[config.mk]
export PLATFORM = sky130hd
export DESIGN_NAME = fwd_operand_select
export DESIGN_NICKNAME = d
export VERILOG_FILES = /design/src/rtl/fwd_pkg.sv /design/src/rtl/fwd_hit_vec.sv /design/src/rtl/fwd_prio_mux.sv /design/src/rtl/fwd_lane.sv /design/src/rtl/fwd_operand_select.sv
export SDC_FILE = /design/constraint.sdc
export NUM_CORES = 1
export LEC_CHECK = 0
export BUFFER_PORTS_ARGS = -buffer_cell sky130_fd_sc_hd__buf_2
export CAP_MARGIN = 15
export CORE_AREA = 2 2 140 142
export DETAILED_ROUTE_END_ITERATION = 8
export DIE_AREA = 0 0 142 144
export PLACE_DENSITY_LB_ADDON = 0.08
export RECOVER_POWER = 100
export SLEW_MARGIN = 20
export SYNTH_ARGS = -nofsm -noshare
export SYNTH_HDL_FRONTEND = slang
export SYNTH_SLANG_ARGS = --single-unit
[constraint.sdc]
create_clock -name vclk -period 2.02
set_input_delay 0.303 -clock vclk [all_inputs]
set_output_delay 0.303 -clock vclk [all_outputs]
set_load 0.01 [all_outputs]
[src/rtl/fwd_pkg.sv]
package fwd_pkg;
  localparam int NUM_FWD = 5;
  localparam int SEL_W   = 3;

  typedef enum logic [SEL_W-1:0] {
    SEL_RF      = 3'd0,
    SEL_EX_ALU  = 3'd1,
    SEL_MEM_LD  = 3'd2,
    SEL_MEM_ALU = 3'd3,
    SEL_WB_LD   = 3'd4,
    SEL_WB_ALU  = 3'd5,
    SEL_PC      = 3'd6
  } fwd_sel_e;
endpackage

[src/rtl/fwd_hit_vec.sv]
// Compares one source ID against every in-flight destination; the
// all-ones ID marks "no register" on either side and never matches.
module fwd_hit_vec #(
  parameter int REG_W = 4,
  parameter int N     = 5
) (
  input  logic [REG_W-1:0]        src,
  input  logic [N-1:0][REG_W-1:0] dst,
  output logic [N-1:0]            hit
);
  localparam logic [REG_W-1:0] NO_REG = '1;

  logic src_real;
  assign src_real = (src != NO_REG);

  for (genvar i = 0; i < N; i++) begin : g_cmp
    assign hit[i] = src_real && (dst[i] != NO_REG) && (dst[i] == src);
  end
endmodule

[src/rtl/fwd_prio_mux.sv]
// Priority select: index 0 is the youngest producer and wins.
// code = 0 means fallback, otherwise index+1.
module fwd_prio_mux #(
  parameter int DATA_W = 32,
  parameter int N      = 5,
  parameter int CODE_W = $clog2(N + 1)
) (
  input  logic [N-1:0]             hit,
  input  logic [N-1:0][DATA_W-1:0] cand,
  input  logic [DATA_W-1:0]        fallback,
  output logic [DATA_W-1:0]        val,
  output logic [CODE_W-1:0]        code
);
  always_comb begin
    val  = fallback;
    code = '0;
    for (int i = N - 1; i >= 0; i--) begin
      if (hit[i]) begin
        val  = cand[i];
        code = CODE_W'(i + 1);
      end
    end
  end
endmodule

[src/rtl/fwd_lane.sv]
// One operand path: match, priority pick, optional PC merge.
module fwd_lane
  import fwd_pkg::*;
#(
  parameter int          REG_W     = 4,
  parameter int          DATA_W    = 32,
  parameter int          ICODE_W   = 4,
  parameter bit          WITH_PC   = 1'b0,
  parameter int unsigned CALL_CODE = 8,
  parameter int unsigned JUMP_CODE = 7
) (
  input  logic [ICODE_W-1:0]             icode,
  input  logic [DATA_W-1:0]              pc_next,
  input  logic [REG_W-1:0]               src,
  input  logic [NUM_FWD-1:0][REG_W-1:0]  dst,
  input  logic [NUM_FWD-1:0][DATA_W-1:0] cand,
  input  logic [DATA_W-1:0]              rf,
  output logic [DATA_W-1:0]              val,
  output logic [SEL_W-1:0]               sel
);
  localparam int CODE_W = $clog2(NUM_FWD + 1);

  logic [NUM_FWD-1:0] hit;
  logic [DATA_W-1:0]  fwd_val;
  logic [CODE_W-1:0]  fwd_code;

  fwd_hit_vec #(.REG_W(REG_W), .N(NUM_FWD)) u_hit (
    .src (src),
    .dst (dst),
    .hit (hit)
  );

  fwd_prio_mux #(.DATA_W(DATA_W), .N(NUM_FWD), .CODE_W(CODE_W)) u_pick (
    .hit      (hit),
    .cand     (cand),
    .fallback (rf),
    .val      (fwd_val),
    .code     (fwd_code)
  );

  if (WITH_PC) begin : g_pc
    logic xfer;
    assign xfer = (icode == ICODE_W'(CALL_CODE)) || (icode == ICODE_W'(JUMP_CODE));
    assign val  = xfer ? pc_next : fwd_val;
    assign sel  = xfer ? SEL_PC : SEL_W'(fwd_code);
  end else begin : g_nopc
    logic [ICODE_W-1:0] icode_unused;
    logic [DATA_W-1:0]  pc_unused;
    assign icode_unused = icode;
    assign pc_unused    = pc_next;
    assign val = fwd_val;
    assign sel = SEL_W'(fwd_code);
  end
endmodule

[src/rtl/fwd_operand_select.sv]
module fwd_operand_select
  import fwd_pkg::*;
#(
  parameter int          REG_W     = 4,
  parameter int          DATA_W    = 32,
  parameter int          ICODE_W   = 4,
  parameter int unsigned CALL_CODE = 8,
  parameter int unsigned JUMP_CODE = 7
) (
  input  logic [ICODE_W-1:0] dec_icode,
  input  logic [DATA_W-1:0]  dec_pc_next,
  input  logic [REG_W-1:0]   dec_src_a,
  input  logic [REG_W-1:0]   dec_src_b,
  input  logic [REG_W-1:0]   ex_dst,
  input  logic [DATA_W-1:0]  ex_alu,
  input  logic [REG_W-1:0]   mem_dst_ld,
  input  logic [DATA_W-1:0]  mem_rdata,
  input  logic [REG_W-1:0]   mem_dst_alu,
  input  logic [DATA_W-1:0]  mem_alu,
  input  logic [REG_W-1:0]   wb_dst_ld,
  input  logic [DATA_W-1:0]  wb_ldata,
  input  logic [REG_W-1:0]   wb_dst_alu,
  input  logic [DATA_W-1:0]  wb_alu,
  input  logic [DATA_W-1:0]  rf_a,
  input  logic [DATA_W-1:0]  rf_b,
  output logic [DATA_W-1:0]  opnd_a,
  output logic [DATA_W-1:0]  opnd_b,
  output logic [SEL_W-1:0]   sel_a,
  output logic [SEL_W-1:0]   sel_b
);
  // Youngest producer at index 0.
  logic [NUM_FWD-1:0][REG_W-1:0]  dst_vec;
  logic [NUM_FWD-1:0][DATA_W-1:0] cand_vec;

  assign dst_vec  = {wb_dst_alu, wb_dst_ld, mem_dst_alu, mem_dst_ld, ex_dst};
  assign cand_vec = {wb_alu, wb_ldata, mem_alu, mem_rdata, ex_alu};

  fwd_lane #(
    .REG_W(REG_W), .DATA_W(DATA_W), .ICODE_W(ICODE_W), .WITH_PC(1'b1),
    .CALL_CODE(CALL_CODE), .JUMP_CODE(JUMP_CODE)
  ) u_lane_a (
    .icode   (dec_icode),
    .pc_next (dec_pc_next),
    .src     (dec_src_a),
    .dst     (dst_vec),
    .cand    (cand_vec),
    .rf      (rf_a),
    .val     (opnd_a),
    .sel     (sel_a)
  );

  fwd_lane #(
    .REG_W(REG_W), .DATA_W(DATA_W), .ICODE_W(ICODE_W), .WITH_PC(1'b0),
    .CALL_CODE(CALL_CODE), .JUMP_CODE(JUMP_CODE)
  ) u_lane_b (
    .icode   (dec_icode),
    .pc_next (dec_pc_next),
    .src     (dec_src_b),
    .dst     (dst_vec),
    .cand    (cand_vec),
    .rf      (rf_b),
    .val     (opnd_b),
    .sel     (sel_b)
  );
endmodule

# [Word level (Yosys, flattened, before mapping)]
# Cells that the tools add are included.
[word_totals] ff_bits=0 latch_bits=0 ram_bits=0 romBits=0 input_bits=288 output_inout_bits=70 elab_cells=62 mem_count=0
[classes] add_sub_neg=0 n_mul=0 div_mod_pow=0 n_lt_le_gt_ge=0 eq_ne=19 shifts=0 n_mux=22 bitwise_logic=0 reduce_logical=21
[ops] operator="32-bit 2-to-1 mux" n=11
[ops] operator="4-bit equality test" n=10
[ops] operator="3-bit 2-to-1 mux" n=11
[ops] operator="4-bit inequality test, second input constant" n=7
[ops] operator="1-bit logical AND" n=20
[ops] operator="4-bit by 3-bit equality test with 1-bit output, second input constant" n=1
[ops] operator="4-bit equality test, second input constant" n=1
[ops] operator="1-bit logical OR" n=1

# [Logic depth before layout (Yosys ltp)]
[logic_depth] word_depth=9 ltp_mapped=8 mapped_depth_nobuf=5

# [Cells and area by module]
# A second synthesis with hierarchy kept.
[unflattened] hier_cells=781 hier_area_um2=6520.0
[by_module_without_submodules] mod="fwd_prio_mux" instances=2 cells_each=230 area_per_inst_um2=2065.7 seq_area_each_um2=0.0
[by_module_without_submodules] mod="fwd_lane at u_lane_a" instances=1 cells_each=231 area_per_inst_um2=1757.9 seq_area_each_um2=0.0
[by_module_without_submodules] mod="fwd_hit_vec" instances=2 cells_each=45 area_per_inst_um2=315.3 seq_area_each_um2=0.0

# [Worst setup path before layout]
# OpenSTA, ideal clock, no wires.
[synth_path] path_type="input to output" start="in dec_src_a[0]" end="out opnd_a[10]" arrival_ns=1.708 t_required_ns=1.717 setup_slack_ns=0.009 cell_stages=8 n_path_buf=3 path_cell_list="buf_4 xnor2_1 nand3_2 or2_1 buf_6 buf_6 a311o_1 a31oi_1"
[synth_via] elab_chain_cells=9 word_cells_on_any_way=22 cone_classes="6 x eq/ne; 6 x mux; 10 x reduce/logical"
[synth_rtl] element="start: declaration" line="fwd_operand_select.sv:12" rtl="input logic [REG_W-1:0] dec_src_a,"
[synth_rtl] element="4-bit inequality test" line="fwd_hit_vec.sv:14" rtl="assign src_real = (src != NO_REG);"
[synth_rtl] element="1-bit logical AND (2 in series)" line="fwd_hit_vec.sv:17" rtl="assign hit[i] = src_real && (dst[i] != NO_REG) && (dst[i] == src);"
[synth_rtl] element="32-bit 2-to-1 mux (4 in series)" line="fwd_prio_mux.sv:18" rtl="if (hit[i]) begin"
[synth_rtl] element="32-bit 2-to-1 mux *" line="fwd_prio_mux.sv:18"
[synth_rtl] element="32-bit 2-to-1 mux *" line="fwd_lane.sv:44" rtl="assign val = xfer ? pc_next : fwd_val;"
[synth_rtl] element="end: declaration" line="fwd_operand_select.sv:26" rtl="output logic [DATA_W-1:0] opnd_a,"
# Every way passes the cells marked *; elsewhere a longest branch is shown, timed or not.

# [Worst setup path after layout]
[layout_path] start="in wb_dst_alu[3]" end="out opnd_a[28]"
[layout_via] elab_chain_cells=9 word_cells_on_any_way=10 cone_classes="2 x eq/ne; 6 x mux; 2 x reduce/logical"
[layout_rtl] element="start: declaration" line="fwd_operand_select.sv:22" rtl="input logic [REG_W-1:0] wb_dst_alu,"
[layout_rtl] element="4-bit inequality test" line="fwd_hit_vec.sv:17"
[layout_rtl] element="1-bit logical AND" line="fwd_hit_vec.sv:17"
[layout_rtl] element="1-bit logical AND *" line="fwd_hit_vec.sv:17"
[layout_rtl] element="32-bit 2-to-1 mux * (5 in series)" line="fwd_prio_mux.sv:18"
[layout_rtl] element="32-bit 2-to-1 mux *" line="fwd_lane.sv:44"
# Marks and branches as above.

==> impl_metrics.tcl <==
set metrics [dict create \
    status "finished, violations left" \
    violations "negative setup slack" \
    wl_met3_um 3255 \
    yosys_warnings 0 \
    worstSetupEndpoint "opnd_a[28]" \
    ys_seq_area_frac 0 \
    netlist_area_um2 5115 \
    worstMarginPinSlew_ns 0.3278 \
    nClkBuffers 0 \
    critPathKind "in2out" \
    synth_area_per_cell_um2 6.793 \
    cp-start-kind "input port" \
    slew-limit-headroom 0.7812 \
    wl_met2_um 15940 \
    synthDistinctLibCells 47 \
    setup_viol 68 \
    p_per_area_nw_per_um2 314.0 \
    grt_pass1_wl_um 48160 \
    rows 51 \
    layout.nets 1434 \
    cp_max_fo 17 \
    vdd_drop_max_v 0.0001217 \
    rsz0062_at_grt "yes" \
    ant_nets 0 \
    syn_to_final_growth_pct 87.26 \
    die_h_um 144 \
    synth_fa_ha_area_frac 0 \
    hold_class "in2out" \
    final_common_cell "buf_2" \
    boundaryPins 358 \
    synth-simple-area-share 0.3315 \
    post-dp-hpwl_um 23190 \
    syn_nets 1041 \
    drv_slew 0 \
    grt_max_degree 41 \
    cp-startpoint "wb_dst_alu[3]" \
    totalPowerFinal_uw 3007 \
    initial_utilization 0.2681 \
    synth_compound_area_frac 0.4095 \
    postLayoutCoreUtil 0.5020 \
    drc 0 \
    gr-total-overflow 0 \
    arrival_ns 1.94 \
    fin_crit_sh 1.110 \
    crit_chain "buf_8, nand4_1, buf_4, and4_4, buf_12, nand3_1, a311o_1, a31oi_1, buf_2" \
    via_per_inst 6.047 \
    drt-met1-wl_um 13850 \
    antenna_found_initial 7 \
    top_layer "met5" \
    end_kind "primary output" \
    dieArea_um2 20450 \
    drv_cap 0 \
    wl_um 34490 \
    hold_viol 0 \
    synth_xor_area_frac 0.06458 \
    drive_gt1_frac 0.5568 \
    seq_cell_count 0 \
    hp-start "mem_alu[16]" \
    fin_crit_ns 2.242 \
    max_freq_ghz 0.4460 \
    wl_per_cell_um 24.81 \
    crit_slowest_cell "a311o_1" \
    regArea_um2 0 \
    synth_top_family_by_area "compound AO/OA/AOI/OAI gates" \
    drtIter0Drc 595 \
    dr_total_vias 8406 \
    drt_pass1_iterations 6 \
    core_um2 19080 \
    max_stage_delay_ns 0.40 \
    die_width_um 142 \
    final_cell_mix "334 x buf_2, 54 x buf_12, 53 x nor3_1" \
    yosys.area.top_type_share 0.07828 \
    synthMuxAreaShare 0.07045 \
    grt_usage 0.3066 \
    port_buffers 358 \
    setup_ws_ns -0.2223 \
    gp_congestion 0.8600 \
    synth_area_leaders "a31oi_1 7.8%, mux2_2 7.0%, o221a_1 6.6%" \
    grt_pass1_vias 8220 \
    p_leak_uw 0.003780 \
    cp.required_ns 1.72 \
    syn_inst 753 \
    yosys.area.top_type "a31oi_1" \
]
## cell families (layout without fill, tap and decap cells)
group                  after synthesis  after routing
buffers and inverters              106            496
AND/OR/NAND/NOR                    306            307
multiplexers                        32             32
other                                0              8
XOR/XNOR                            36             36
AO/OA/AOI/OAI                      273            273
## through the flow
stage	hold WS [ns]	setup TNS, ns	setup WS [ns]	instance area (um^2)	cells
4_1_cts	0.9488	-9.852	-0.2135	8755	1362
6_report	0.9495	-10.17	-0.2223	9578	1390
3_3_place_gp	0.9498	-17.49	-0.3631	7697	1331
5_1_grt	0.9680	-13.58	-0.2562	9568	1386
2_1_floorplan	0.7616	0	0.009452	5115	753
3_5_place_dp	0.9477	-17.58	-0.3623	7697	1331
## cells in the mapped netlist, drive strengths merged
cell / count
o21a: 1
clkbuf: 43
o2bb2ai: 33
nand4: 42
buf: 61
mux2: 32
o21ai: 66
or2: 5
a311o: 32
and2: 5
o21bai: 1
and3: 5
o221a: 32
nand3: 39
nand2: 37
a221oi: 32
nand2b: 29
xor2: 7
o211ai: 1
a21boi: 2
nand3b: 33
xnor2: 29
inv: 2
a21oi: 5
and4b: 1
or2b: 3
a31oi: 64
nor2: 39
a211oi: 2
nor4b: 1
nor3: 66
and4: 1
o2111a: 1
o31ai: 1
## final cells by class
class	count	area [um^2]
tap	238	297.8
timing repair buffer	494	4038
inverter	2	7.507
antenna	8	20.02
fill	1920	9502
multi-input combinational	648	5215
## what timing repair did
item,in CTS,in global routing
gates resized for setup,124,119
hold buffers,0,0
gates cloned,13,9
buffers inserted,18,17
pin swaps,26,41
setup endpoints to repair,70,70
## worst min-delay path by stage
stage | cells past startpoint | end
detailed placement | 4 | opnd_a[16]
finish | 4 | opnd_a[16]
global placement | 4 | opnd_a[16]
CTS | 4 | opnd_a[15]
global route | 4 | opnd_a[21]
floorplan | 2 | opnd_a[0]
## per-layer routing
layer  up-vias  track usage
li1       3809            -
met1      3953       0.3710
met2       539       0.5210
met3       101      0.07119
met4         4       0.1316
met5         -            0
## power breakdown
group          internal [uW]  switching, uW   leakage, uW
registers                  0              0             0
logic                   1490           1520       0.00378
clock network       0.000530              0  0.0000000507
## worst max-delay path: cells and delay by family
family                 cells  cell delay [ns]
AOI/OAI and AO/OA          2             0.57
buffers and inverters      4             0.58
and+or+nand+nor            3             0.49
(Power assumes the default switching activity.)
